## config.mk

```make
export PLATFORM = sky130hd
export DESIGN_NAME = lp_reset_ctrl
export DESIGN_NICKNAME = d
export VERILOG_FILES = /design/src/rtl/lprc_pkg.sv /design/src/rtl/lprc_sync.sv /design/src/rtl/lprc_tick.sv /design/src/rtl/lprc_press_fsm.sv /design/src/rtl/lprc_test_ctl.sv /design/src/rtl/lp_reset_ctrl.sv
export SDC_FILE = /design/constraint.sdc
export NUM_CORES = 1
export LEC_CHECK = 0
export ABC_CLOCK_PERIOD_IN_PS = 2250
export BUFFER_PORTS_ARGS = -buffer_cell sky130_fd_sc_hd__buf_2
export CORE_UTILIZATION = 30
export DETAILED_ROUTE_END_ITERATION = 10
export PLACE_DENSITY_LB_ADDON = 0.15
export SYNTH_ARGS = -nofsm -noshare
export SYNTH_HDL_FRONTEND = slang
export SYNTH_HIERARCHICAL = 1
export SYNTH_SLANG_ARGS = --single-unit
```

## constraint.sdc

```tcl
create_clock -name clk -period 2.25 [get_ports clk]
set_input_delay 0.45 -clock clk [delete_from_list [all_inputs] [get_ports clk]]
set_output_delay 0.45 -clock clk [all_outputs]
set_load 0.05 [all_outputs]
```

## src/rtl/lprc_pkg.sv

```systemverilog
package lprc_pkg;

  typedef enum logic [1:0] {
    ST_COUNT = 2'd0,
    ST_PULSE = 2'd1,
    ST_WAIT  = 2'd2
  } press_st_t;

  function automatic int unsigned max2(input int unsigned x, input int unsigned y);
    return (x > y) ? x : y;
  endfunction

endpackage

```

## src/rtl/lprc_sync.sv

```systemverilog
module lprc_sync #(
  parameter int                WIDTH   = 1,
  parameter int                STAGES  = 2,
  parameter logic [WIDTH-1:0]  RST_VAL = '0
) (
  input  logic             clk,
  input  logic             arst_n,
  input  logic [WIDTH-1:0] d,
  output logic [WIDTH-1:0] q
);

  logic [STAGES-1:0][WIDTH-1:0] stg_q;

  always_ff @(posedge clk or negedge arst_n) begin
    if (!arst_n) stg_q <= {STAGES{RST_VAL}};
    else         stg_q <= {stg_q[STAGES-2:0], d};
  end

  assign q = stg_q[STAGES-1];

endmodule

```

## src/rtl/lprc_tick.sv

```systemverilog
module lprc_tick #(
  parameter int DIV = 1
) (
  input  logic clk,
  input  logic rst_n,
  output logic tick
);

  generate
    if (DIV <= 1) begin : g_every_clock
      assign tick = 1'b1;
    end else begin : g_divider
      localparam int W = $clog2(DIV);
      localparam logic [W-1:0] LAST = W'(DIV - 1);
      logic [W-1:0] div_q, div_d;

      always_comb begin
        if (div_q == LAST) div_d = '0;
        else               div_d = div_q + 1'b1;
      end

      always_ff @(posedge clk or negedge rst_n) begin
        if (!rst_n) div_q <= '0;
        else        div_q <= div_d;
      end

      assign tick = (div_q == LAST);
    end
  endgenerate

endmodule

```

## src/rtl/lprc_press_fsm.sv

```systemverilog
module lprc_press_fsm
  import lprc_pkg::*;
#(
  parameter int CW          = 16,
  parameter int SETUP_TICKS = 4000,
  parameter int TEST_TICKS  = 21,
  parameter int REC_TICKS   = 210,
  parameter bit FIXED_PULSE = 1'b1
) (
  input  logic clk,
  input  logic rst_n,
  input  logic tick,
  input  logic both_low,
  input  logic both_high,
  input  logic uv,
  input  logic test_mode,
  output logic in_pulse,
  output logic pulse_next
);

  localparam logic [CW-1:0] SETUP_LAST = CW'(SETUP_TICKS - 1);
  localparam logic [CW-1:0] TEST_LAST  = CW'(TEST_TICKS - 1);
  localparam logic [CW-1:0] REC_LAST   = CW'(REC_TICKS - 1);

  press_st_t     st_q, st_d;
  logic [CW-1:0] cnt_q, cnt_d;
  logic [CW-1:0] lim_last;

  assign lim_last = test_mode ? TEST_LAST : SETUP_LAST;

  always_comb begin
    st_d  = st_q;
    cnt_d = cnt_q;
    if (uv) begin
      st_d  = ST_COUNT;
      cnt_d = '0;
    end else begin
      case (st_q)
        ST_COUNT: begin
          if (!both_low) begin
            cnt_d = '0;
          end else if (tick) begin
            if (cnt_q >= lim_last) begin
              st_d  = ST_PULSE;
              cnt_d = '0;
            end else begin
              cnt_d = cnt_q + 1'b1;
            end
          end
        end
        ST_PULSE: begin
          if (FIXED_PULSE) begin
            if (tick) begin
              if (cnt_q >= REC_LAST) begin
                st_d  = ST_WAIT;
                cnt_d = '0;
              end else begin
                cnt_d = cnt_q + 1'b1;
              end
            end
          end else if (!both_low) begin
            st_d  = ST_COUNT;
            cnt_d = '0;
          end
        end
        ST_WAIT: begin
          cnt_d = '0;
          if (both_high) st_d = ST_COUNT;
        end
        default: begin
          st_d  = ST_COUNT;
          cnt_d = '0;
        end
      endcase
    end
  end

  always_ff @(posedge clk or negedge rst_n) begin
    if (!rst_n) begin
      st_q  <= ST_COUNT;
      cnt_q <= '0;
    end else begin
      st_q  <= st_d;
      cnt_q <= cnt_d;
    end
  end

  assign in_pulse   = (st_q == ST_PULSE);
  assign pulse_next = (st_d == ST_PULSE);

endmodule

```

## src/rtl/lprc_test_ctl.sv

```systemverilog
module lprc_test_ctl #(
  parameter int CW          = 16,
  parameter int ENTRY_TICKS = 42,
  parameter int REC_TICKS   = 210,
  parameter bit FIXED_PULSE = 1'b1
) (
  input  logic clk,
  input  logic rst_n,
  input  logic tick,
  input  logic flag,
  input  logic uv,
  output logic test_mode,
  output logic fb_next
);

  localparam logic [CW-1:0] ENTRY_LAST = CW'(ENTRY_TICKS - 1);
  localparam logic [CW-1:0] REC_LAST   = CW'(REC_TICKS - 1);

  logic          mode_q, mode_d;
  logic          fb_q, fb_d;
  logic [CW-1:0] cnt_q, cnt_d;

  always_comb begin
    mode_d = mode_q;
    fb_d   = fb_q;
    cnt_d  = cnt_q;
    if (uv) begin
      fb_d  = 1'b0;
      cnt_d = '0;
    end else if (!mode_q) begin
      if (!flag) begin
        cnt_d = '0;
      end else if (tick) begin
        if (cnt_q >= ENTRY_LAST) begin
          mode_d = 1'b1;
          fb_d   = 1'b1;
          cnt_d  = '0;
        end else begin
          cnt_d = cnt_q + 1'b1;
        end
      end
    end else if (fb_q) begin
      if (FIXED_PULSE) begin
        if (tick) begin
          if (cnt_q >= REC_LAST) begin
            fb_d  = 1'b0;
            cnt_d = '0;
          end else begin
            cnt_d = cnt_q + 1'b1;
          end
        end
      end else if (!flag) begin
        fb_d = 1'b0;
      end
    end
  end

  always_ff @(posedge clk or negedge rst_n) begin
    if (!rst_n) begin
      mode_q <= 1'b0;
      fb_q   <= 1'b0;
      cnt_q  <= '0;
    end else begin
      mode_q <= mode_d;
      fb_q   <= fb_d;
      cnt_q  <= cnt_d;
    end
  end

  assign test_mode = mode_q;
  assign fb_next   = fb_d;

endmodule

```

## src/rtl/lp_reset_ctrl.sv

```systemverilog
module lp_reset_ctrl
  import lprc_pkg::*;
#(
  parameter int CLK_PER_TICK     = 100000,
  parameter int TICKS_PER_STEP   = 500,
  parameter int SETUP_STEPS      = 8,
  parameter int REC_TICKS        = 210,
  parameter int ENTRY_TICKS      = 42,
  parameter int TEST_SETUP_TICKS = 21,
  parameter bit FIXED_PULSE      = 1'b1,
  parameter bit ACTIVE_HIGH      = 1'b0
) (
  input  logic clk,
  input  logic rst_n,
  input  logic btn_a_n,
  input  logic btn_b_n,
  input  logic test_req,
  input  logic uv_flag,
  output logic sys_rst
);

  localparam int SETUP_TICKS = SETUP_STEPS * TICKS_PER_STEP;
  localparam int MAX_TICKS   = int'(max2(max2(SETUP_TICKS, REC_TICKS),
                                         max2(ENTRY_TICKS, TEST_SETUP_TICKS)));
  localparam int CW          = $clog2(MAX_TICKS + 1);

  logic       core_rst_n;
  logic [3:0] in_s;
  logic       a_s, b_s, test_s, uv_s;
  logic       tick;
  logic       both_low, both_high;
  logic       test_mode, fb_next;
  logic       in_pulse, pulse_next;
  logic       asserted_q, asserted_d;

  lprc_sync #(.WIDTH(1), .STAGES(2), .RST_VAL(1'b0)) u_rst_sync (
    .clk(clk), .arst_n(rst_n), .d(1'b1), .q(core_rst_n)
  );

  lprc_sync #(.WIDTH(4), .STAGES(2), .RST_VAL(4'b0011)) u_in_sync (
    .clk(clk), .arst_n(core_rst_n),
    .d({uv_flag, test_req, btn_b_n, btn_a_n}), .q(in_s)
  );

  assign a_s       = in_s[0];
  assign b_s       = in_s[1];
  assign test_s    = in_s[2];
  assign uv_s      = in_s[3];
  assign both_low  = ~a_s & ~b_s;
  assign both_high = a_s & b_s;

  lprc_tick #(.DIV(CLK_PER_TICK)) u_tick (
    .clk(clk), .rst_n(core_rst_n), .tick(tick)
  );

  lprc_test_ctl #(
    .CW(CW), .ENTRY_TICKS(ENTRY_TICKS), .REC_TICKS(REC_TICKS),
    .FIXED_PULSE(FIXED_PULSE)
  ) u_test (
    .clk(clk), .rst_n(core_rst_n), .tick(tick), .flag(test_s), .uv(uv_s),
    .test_mode(test_mode), .fb_next(fb_next)
  );

  lprc_press_fsm #(
    .CW(CW), .SETUP_TICKS(SETUP_TICKS), .TEST_TICKS(TEST_SETUP_TICKS),
    .REC_TICKS(REC_TICKS), .FIXED_PULSE(FIXED_PULSE)
  ) u_press (
    .clk(clk), .rst_n(core_rst_n), .tick(tick), .both_low(both_low),
    .both_high(both_high), .uv(uv_s), .test_mode(test_mode),
    .in_pulse(in_pulse), .pulse_next(pulse_next)
  );

  assign asserted_d = (pulse_next | fb_next) & ~uv_s;

  always_ff @(posedge clk or negedge core_rst_n) begin
    if (!core_rst_n) asserted_q <= 1'b0;
    else             asserted_q <= asserted_d;
  end

  generate
    if (ACTIVE_HIGH) begin : g_out_high
      assign sys_rst = asserted_q;
    end else begin : g_out_low
      assign sys_rst = ~asserted_q;
    end
  endgenerate

endmodule

```

==> impl_metrics.csv, run 1 <==
group,metric,value,unit
status,status,"complete, but fails checks",
status,violations,"setup timing",
synth,synth-adder-area-share,6.18,%
run,maxCapViolations,0,
final_layout,final_area,0.00373,sq mm
synth,synth-compound-area-share,15.0,%
clock_tree,htreeDepth,2,
detailed_routing,post_drt_wl_per_cell,13.6,um
die,core,0.00977,sq mm
placement,dp_slack,-0.478,ns
synth,synth-simple-area-share,20.9,%
placement,dpl_cell_area,0.00346,sq mm
power,swShare,24.3,%
die,io_pins,7,
detailed_routing,vias_per_cell,4.82,
final_layout,area_growth,22.8,%
clock_tree,cts.sink_count,56,
setup_path,r2r-end,"u_press/cnt_q[7]",
setup_path,cp-end-kind,"flip-flop",
global_route,grt_overflow,0,
final_layout,layout-drive-gt1-share,30.7,%
synth,synth-xor-area-share,6.92,%
synth,yosys_warnings,6,
synth,synthDistinctLibCells,57,
synth,synthDominantCellAreaShare,42.9,%
power,combPwrFrac,5.8,%
setup_path,crit_path_end,"u_press/cnt_q[7]",
sta,hold_slack,0.222,ns
die,placementRows,36,
global_route,grt_max_degree,22,
final_layout,mostFrequentLayoutCell,"dfrtp_1",
sta,setup-tns-final,-5.10,ns
placement,port_buffers,6,
sta,final.period_utilization,115,%
clock_tree,clock-root-buffer,"clkbuf_8",
power,p_int,1.29,mW
sta,hold_viol_final,0,
power,power_switching,0.413,mW
setup_path,reg2reg_depth,8,
synth,synth.ff_latch_count,56,
die,die_area,0.0105,sq mm
synth,synth_flop_cell,"dfrtp_1",
synth,synth_top_family_by_area,"simple AND/OR/NAND/NOR gates",
power,power_frac_clock,33.2,%
final_layout,antenna_cells,0,
synth,syn-cell-area,0.00304,sq mm
global_route,antenna_found_initial,0,
final_layout,final_util,38.1,%
synth,synth-edff-count,0,
clock_tree,clk_latency,0.31,ns
setup_path,crit_type,"reg -> reg",
placement,place_hpwl,4550,um
detailed_routing,first_iter_violations,97,
die,initial_utilization,31.1,%
synth,syn_nets,310,
placement,placed_cells,454,
setup_path,start_kind,"flip-flop",
setup_path,cp.required,2.48,ns
synth,synth_top_area_cell,"dfrtp_1",
final_layout,layout_common_cells,"50 x dfrtp_1, 38 x buf_4, 23 x nor2_1",
setup_path,cp_max_fo,4,
clock_tree,clk_pin_slew,0.10,ns
synth,synth.area.top_cells,"dfrtp_1 43%, ha_1 6.2%, xnor2_1 4.0%, dfstp_2 3.5%, nor2_1 3.3%",
setup_path,arrival,2.82,ns
detailed_routing,drc,0,
power,power,1.70,mW
sta,max_freq,387,MHz
die,die_h,103,um
global_route,track_usage,13.0,%
worst_hold_path,min_path_type,"reg -> async",
synth,synthArstFlopShare,100,%
synth,synth_cells,289,
clock_tree,cts_made_buffers,5,
setup_path,r2r-start,"u_tick/g_divider.div_q[11]",
detailed_routing,final_antenna_net_count,0,
sta,fin_worst_skew,0.00817,ns
synth,syn_avg_cell_area,10.5,sq um
die,die_w,103,um
power,seq_power_share,61.0,%
sta,setup_violations,26,
sta,worst_slack,-0.335,ns
synth,ys_seq_area_share,46.3,%
power,p_per_area,455,mW/mm^2
sta,period_needed,2.58,ns
power,p_leak,1.64,nW
detailed_routing,vias,2254,
placement,place.gp.congestion,0.753,
final_layout,final_nets,355,
detailed_routing,firstDrtPassIters,4,
clock_tree,cts_tree,"built",
clock_tree,clock_path_buffers,2,
detailed_routing,wirelength,6360,um
sta,rsz0062_at_grt,"yes",
global_route,first_global_vias,2292,
global_route,grt_pass1_wl,10700,um
setup_path,rrSetupSlack,-0.33,ns
final_layout,final_cells,468,
sta,drv_slew,0,
power,ir_drop,0.255,mV
synth,synthMuxAreaShare,0.330,%
setup_path,critPathLaunch,"u_tick/g_divider.div_q[11]",
[area by class of cell]
type | count | area [sq um]
inverter | 11 | 41.3
timing repair buffer | 51 | 414
clock buffer | 5 | 68.8
tap | 133 | 166
sequential | 56 | 1410
fill | 990 | 6050
multi-input combinational | 209 | 1610
clock inverter | 3 | 22.5
[flip-flops by register name, indices dropped and copies added (netlist names), 2 cells and up]
name                    count
u_press/st_q                2
u_in_sync/q                 4
u_press/cnt_q              12
u_in_sync/stg_q             4
u_test/cnt_q               12
u_tick/g_divider.div_q     17
[per-layer routing]
layer	global-route usage (%)	vias up	wire (um)
met5	0	-	0
met4	4.40	0	112
met3	2.51	11	153
met2	21.3	27	2970
met1	17.1	1079	3120
li1	-	1137	-
[worst max-delay path: stages, from the launching register on]
cell       delay [ns]
dfrtp_1          0.39
or4_1            0.51
or4_4            0.43
nor4_4           0.25
or3_4            0.22
o2111ai_2        0.12
or2_4            0.25
xor2_1           0.15
a211oi_2         0.19
[how the worst min path moves through the flow]
stage	startpoint	end	slack [ns]
2_1_floorplan	rst_n	u_rst_sync/q	0.15
3_3_place_gp	rst_n	u_rst_sync/stg_q[0]	0.24
3_5_place_dp	u_rst_sync/q	u_press/cnt_q[2]	0.24
4_1_cts	btn_b_n	u_in_sync/stg_q[1]	0.21
5_1_grt	btn_b_n	u_in_sync/stg_q[1]	0.20
6_report	u_rst_sync/q	u_tick/g_divider.div_q[9]	0.22
[synthesized netlist by cell type (3+ instances only)]
master	instances
a211oi_2	8
nand2_1	19
a21oi_1	8
o22ai_1	3
o211ai_1	3
a21o_1	5
o21ai_0	3
or2_2	3
xnor2_1	14
and2_1	4
nor4_1	4
clkbuf_1	4
inv_1	11
and4_1	3
buf_4	4
or3_1	3
buf_6	3
a22o_1	4
ha_1	15
nor2_1	27
dfstp_2	4
dfrtp_1	52
xor2_1	10
nor3_1	6
nand3_1	14
nand4_1	9
a211oi_1	5
[power by group through the flow]
| stage | Combinational [mW] | Sequential (mW) | Clock, mW |
|---|---|---|---|
| 3_3_place_gp | 0.0923 | 1.06 | 0 |
| 5_1_grt | 0.110 | 1.04 | 0.635 |
| 4_1_cts | 0.0962 | 1.04 | 0.600 |
| 3_5_place_dp | 0.0929 | 1.06 | 0 |
| 6_report | 0.0986 | 1.04 | 0.563 |
| 2_1_floorplan | 0.0629 | 1.06 | 0 |
[cells by family after synthesis]
family,count (synthesis)
AND/OR/NAND/NOR,112
AO/OA/AOI/OAI,56
flip-flops,56
XOR/XNOR,24
buffers and inverters,24
adder cells (fa/ha/maj),15
other,1
multiplexers,1
[repair_timing]
action,CTS,global route
cloned,0,1
hold buffers,1,0
endpoints found under the hold margin,2,0
endpoints found under the setup margin,28,38
buffers inserted,4,4
resized for setup,13,13
pin swaps,13,12
(Power assumes the default switching activity.)
==> run 2, diff against run 1 <==
Settings changed: SETUP_SLACK_MARGIN set to 0.02.
==> impl_metrics.csv, run 2 (synthesis results as in run 1) <==
group,metric,value,unit
sta,setup-tns-final,-5.10,ns
die,initial_utilization,31.1,%
global_route,grt_pass1_wl,10700,um
power,ir_drop,0.255,mV
clock_tree,clk_latency,0.31,ns
detailed_routing,vias,2254,
setup_path,crit_buf_inv,0,
setup_path,slowest_delay,0.51,ns
status,status,"complete, but fails checks",
setup_path,cp_cell_sequence,"or4_1, or4_4, nor4_4, or3_4, o2111ai_2, or2_4, xor2_1, a211oi_2",
clock_tree,cts_tree,"built",
final_layout,mostFrequentLayoutCell,"dfrtp_1",
sta,fin_worst_skew,0.00817,ns
detailed_routing,firstDrtPassIters,4,
power,p_per_area,455,mW/mm^2
setup_path,cpLargestDelayFamily,"simple AND/OR/NAND/NOR gates",
clock_tree,htreeDepth,2,
global_route,first_global_vias,2292,
detailed_routing,first_iter_violations,97,
sta,setup_violations,26,
global_route,grt_max_degree,22,
final_layout,final_nets,355,
setup_path,arrival,2.82,ns
final_layout,largest_register_ffs,17,
clock_tree,cts.sink_count,56,
placement,port_buffers,6,
clock_tree,clk_pin_slew,0.10,ns
final_layout,top_regs,"u_tick/g_divider.div_q (17), u_press/cnt_q (12), u_test/cnt_q (12)",
die,die_h,103,um
sta,hold_viol_final,0,
sta,final.period_utilization,115,%
die,die_area,0.0105,sq mm
worst_hold_path,min_path_type,"reg -> async",
detailed_routing,vias_per_cell,4.82,
setup_path,crit_type,"reg -> reg",
setup_path,cp_max_fo,4,
sta,max_freq,387,MHz
final_layout,area_growth,22.8,%
die,die_w,103,um
sta,rsz0062_at_grt,"yes",
detailed_routing,final_antenna_net_count,0,
clock_tree,clock_path_buffers,2,
final_layout,layout_common_cells,"50 x dfrtp_1, 38 x buf_4, 23 x nor2_1",
detailed_routing,drc,0,
clock_tree,clock-root-buffer,"clkbuf_8",
die,core,0.00977,sq mm
setup_path,cp.required,2.48,ns
setup_path,cp_slowest_cell,"or4_1",
final_layout,largest-register,"u_tick/g_divider.div_q",
detailed_routing,wirelength,6360,um
placement,place.gp.congestion,0.753,
placement,place_hpwl,4550,um
setup_path,cp-end-kind,"flip-flop",
detailed_routing,post_drt_wl_per_cell,13.6,um
clock_tree,cts_made_buffers,5,
global_route,grt_overflow,0,
sta,worst_slack,-0.335,ns
global_route,track_usage,13.0,%
run,maxCapViolations,0,
final_layout,antenna_cells,0,
final_layout,layout-drive-gt1-share,30.7,%
sta,drv_slew,0,
power,p_leak,1.64,nW
status,violations,"setup timing",
die,io_pins,7,
global_route,antenna_found_initial,0,
sta,period_needed,2.58,ns
power,power,1.70,mW
die,placementRows,36,
setup_path,start_kind,"flip-flop",
final_layout,nFillCells,990,
==> run 2: area by class of cell <==
type,count,area (sq um),share of cell area [%]
Clock buffer,5,68.8,1.85
Tap cell,133,166,4.46
Multi-Input combinational cell,209,1610,43.1
Timing Repair Buffer,51,414,11.1
Inverter,11,41.3,1.11
Sequential cell,56,1410,37.8
Clock inverter,3,22.5,0.604
==> run 2: repair_timing <==
action                                  CTS  global route
gates cloned                              0             1
hold buffers                              1             0
pin swaps                                13            12
gates resized for setup                  13            13
endpoints found under the setup margin   28            38
hold endpoints to repair                  2             0
setup buffers                             4             4
==> run 2: power breakdown <==
| group | switching (mW) | internal, mW |
|---|---|---|
| registers | 0.0159 | 1.02 |
| clock network | 0.339 | 0.224 |
| logic | 0.0578 | 0.0408 |
==> run 2: layer usage <==
| metal | GRT usage (%) | wire (um) | up-vias |
|---|---|---|---|
| met5 | 0 | 0 | - |
| met4 | 4.40 | 112 | 0 |
| met3 | 2.51 | 153 | 11 |
| met2 | 21.3 | 2970 | 27 |
| met1 | 17.1 | 3120 | 1079 |
| li1 | - | - | 1137 |
==> run 2: worst reg2reg max path: stages (launching register included) <==
cell,delay (ns)
dfrtp_1,0.39
or4_1,0.51
or4_4,0.43
nor4_4,0.25
or3_4,0.22
o2111ai_2,0.12
or2_4,0.25
xor2_1,0.15
a211oi_2,0.19
==> run 2: through the flow <==
step	instance area (sq um)	worst slack [ns]	cells	hold WS (ns)	util (%)
3_5_place_dp	3460	-0.478	454	0.236	35.4
5_1_grt	3730	-0.480	468	0.202	38.1
2_1_floorplan	3070	-0.662	289	0.154	-
4_1_cts	3640	-0.352	465	0.213	37.3
6_report	3730	-0.335	468	0.222	38.1
3_3_place_gp	3460	-0.468	454	0.235	35.4
==> run 2: final timing paths <==
kind	from	endpoint	slack [ns]	depth (start not counted)
worst max register to register	u_tick/g_divider.div_q[11]	u_press/cnt_q[7]	-0.33	8
worst max-delay path	u_tick/g_divider.div_q[11]	u_press/cnt_q[7]	-0.33	8
min in group clk	btn_b_n	u_in_sync/stg_q[1]	0.23	1
worst min-delay path	u_rst_sync/q	u_tick/g_divider.div_q[9]	0.22	0
max in group asynchronous	u_rst_sync/q	u_test/cnt_q[7]	1.40	1
worst min register to register	u_rst_sync/q	u_tick/g_divider.div_q[9]	0.22	0
==> run 3, diff against run 2 <==
Settings changed: ABC_AREA set to 1, ABC_CLOCK_PERIOD_IN_PS 2250 to 3100.
Clock period 2.25 ns to 3.1 ns, I/O delays scaled along.
==> impl_metrics.csv, run 3 <==
group,metric,value,unit
final_layout,nFillCells,1196,
synth,synthMuxAreaShare,0,%
synth,ys_seq_area_share,40.4,%
sta,rsz0062_at_grt,"no",
synth,synth-adder-area-share,5.40,%
power,ir_drop,0.308,mV
die,placementRows,38,
final_layout,layout-drive-gt1-share,17.9,%
global_route,antenna_found_initial,0,
synth,synth-edff-count,0,
clock_tree,clk_pin_slew,0.07,ns
placement,dpl_cell_area,0.00365,sq mm
die,core,0.0111,sq mm
worst_hold_path,min_path_type,"in -> async",
global_route,track_usage,13.1,%
die,die_h,110,um
detailed_routing,route.met3.wl,159,um
final_layout,final_cells,604,
final_layout,largest-register,"u_tick/g_divider.div_q",
detailed_routing,vias,2628,
sta,worst_slack,0.898,ns
setup_path,r2r-end,"u_press/cnt_q[10]",
clock_tree,cts_tree,"built",
clock_tree,cts_made_buffers,5,
sta,drv_slew,0,
clock_tree,post-cts-setup-buffers,0,
synth,synth_common_cells,"113 x nand2_1, 70 x inv_1, 57 x nor2_1, 52 x dfrtp_1, 19 x nand3_1",
clock_tree,clk_latency,0.30,ns
setup_path,cp-end-kind,"flip-flop",
power,p_per_area,387,mW/mm^2
power,power,1.48,mW
clock_tree,cts_hold_buf,0,
synth,syn-cell-area,0.00348,sq mm
final_layout,final_area,0.00382,sq mm
die,io_pins,7,
global_route,grt_max_degree,27,
final_layout,top_regs,"u_tick/g_divider.div_q (17), u_press/cnt_q (12), u_test/cnt_q (12)",
die,die_area,0.0120,sq mm
synth,syn_nets,475,
synth,synth.ff_latch_count,56,
setup_path,start_kind,"flip-flop",
synth,synthDistinctLibCells,32,
detailed_routing,final_antenna_net_count,0,
placement,port_buffers,6,
clock_tree,cts.sink_count,56,
clock_tree,cts_resized,0,
final_layout,final_util,34.5,%
global_route,grt_pass1_wl,12100,um
die,initial_utilization,31.4,%
placement,place_hpwl,5250,um
run,maxCapViolations,0,
placement,place.gp.congestion,0.764,
setup_path,cp.required,3.27,ns
setup_path,r2r-start,"u_tick/g_divider.div_q[0]",
sta,period_needed,2.20,ns
sta,setup-tns-final,0,ns
clock_tree,htreeDepth,2,
clock_tree,clock-root-buffer,"clkbuf_16",
die,die_w,110,um
synth,synth_cells,454,
clock_tree,clock_path_buffers,2,
synth,syn_avg_cell_area,7.66,sq um
final_layout,largest_register_ffs,17,
sta,slew_headroom,57.5,%
final_layout,antenna_cells,0,
final_layout,layout_common_cells,"113 x nand2_1, 70 x inv_1, 57 x nor2_1",
detailed_routing,wl_met1,3570,um
sta,final.period_utilization,71.0,%
detailed_routing,dr_wl_met2,3040,um
sta,fin_worst_skew,0.00450,ns
detailed_routing,post_drt_wl_per_cell,11.4,um
setup_path,cp_max_fo,16,
synth,synthArstFlopShare,100,%
detailed_routing,drc,0,
placement,dp_slack,0.891,ns
placement,placed_cells,596,
final_layout,area_growth,9.96,%
global_route,grt_overflow,0,
synth,synthDominantCellAreaShare,37.4,%
status,status,"finished clean",
detailed_routing,wirelength,6910,um
detailed_routing,first_iter_violations,132,
setup_path,arrival,2.38,ns
sta,worstMarginPinSlew,0.637,ns
sta,hold_viol_final,0,
setup_path,reg2reg_depth,15,
final_layout,mostFrequentLayoutCell,"nand2_1",
synth,synth.area.top_cells,"dfrtp_1 37%, nand2_1 12%, inv_1 7.6%, nor2_1 6.2%, ha_1 5.4%",
synth,synth_top_family_by_area,"simple AND/OR/NAND/NOR gates",
global_route,first_global_vias,2625,
synth,synth-simple-area-share,34.5,%
setup_path,rrSetupSlack,0.90,ns
detailed_routing,vias_per_cell,4.35,
synth,yosys_warnings,6,
setup_path,crit_type,"reg -> reg",
power,p_leak,1.91,nW
sta,max_freq,454,MHz
synth,synth_flop_cell,"dfrtp_1",
synth,synth-xor-area-share,2.77,%
synth,synth_top_area_cell,"dfrtp_1",
detailed_routing,firstDrtPassIters,4,
synth,synth-compound-area-share,6.73,%
sta,setup_violations,0,
sta,hold_slack,0.0928,ns
synth,synth_most_common_cell,"nand2_1",
final_layout,final_nets,484,
detailed_routing,highest_layer,"met4",
[run 3: routing by layer]
metal	vias up	track usage (%)
li1	1421	-
met4	0	5.05
met3	11	2.49
met1	1173	17.6
met5	-	0
met2	23	20.9
[run 3: power by group]
group	internal, mW	switching (mW)	total (mW)	leakage, nW
registers	0.740	0.0133	0.754	0.743
clock network	0.405	0.269	0.674	0.0871
logic	0.0154	0.0369	0.0523	1.08
[run 3: cell type report]
class	instances	area, sq um	area share, %
Multi-Input combinational cell	313	1720	45.0
Timing Repair Buffer	8	45.0	1.18
Inverter	79	297	7.75
Sequential cell	56	1410	36.8
Clock buffer	6	139	3.63
Tap cell	140	175	4.58
Clock inverter	2	38.8	1.01
[run 3: critical path, stage by stage (launching register included)]
cell and delay (ns):
dfrtp_1 0.42, ha_1 0.25, nand2_2 0.09, inv_1 0.05, nand2_1 0.06, nor2_1 0.04, nand2_2 0.12, inv_2 0.13
nor3_4 0.33, inv_2 0.24, nand2_1 0.11, inv_1 0.05, nand2_1 0.05, nand2_1 0.04, inv_1 0.06, a21oi_2 0.03
[run 3: how the worst max path moves through the flow]
stage | slack, ns | startpoint | cells after the start | to
after detailed placement | 0.89 | u_tick/g_divider.div_q[0] | 15 | u_press/cnt_q[10]
after global routing | 0.68 | u_tick/g_divider.div_q[0] | 15 | u_press/cnt_q[10]
after CTS | 0.87 | u_tick/g_divider.div_q[0] | 15 | u_press/cnt_q[10]
after floorplan | 1.28 | u_tick/g_divider.div_q[0] | 15 | u_press/cnt_q[10]
final | 0.90 | u_tick/g_divider.div_q[0] | 15 | u_press/cnt_q[10]
after global placement | 0.96 | u_tick/g_divider.div_q[0] | 15 | u_press/cnt_q[10]
[run 3: kinds of logic (layout without fill, tap and decap cells)]
family	Yosys count	count (layout)
XOR/XNOR	11	11
adder cells (fa/ha/maj)	15	15
other	1	1
AO/OA/AOI/OAI	33	33
buffers and inverters	85	95
flip-flops	56	56
AND/OR/NAND/NOR	253	253
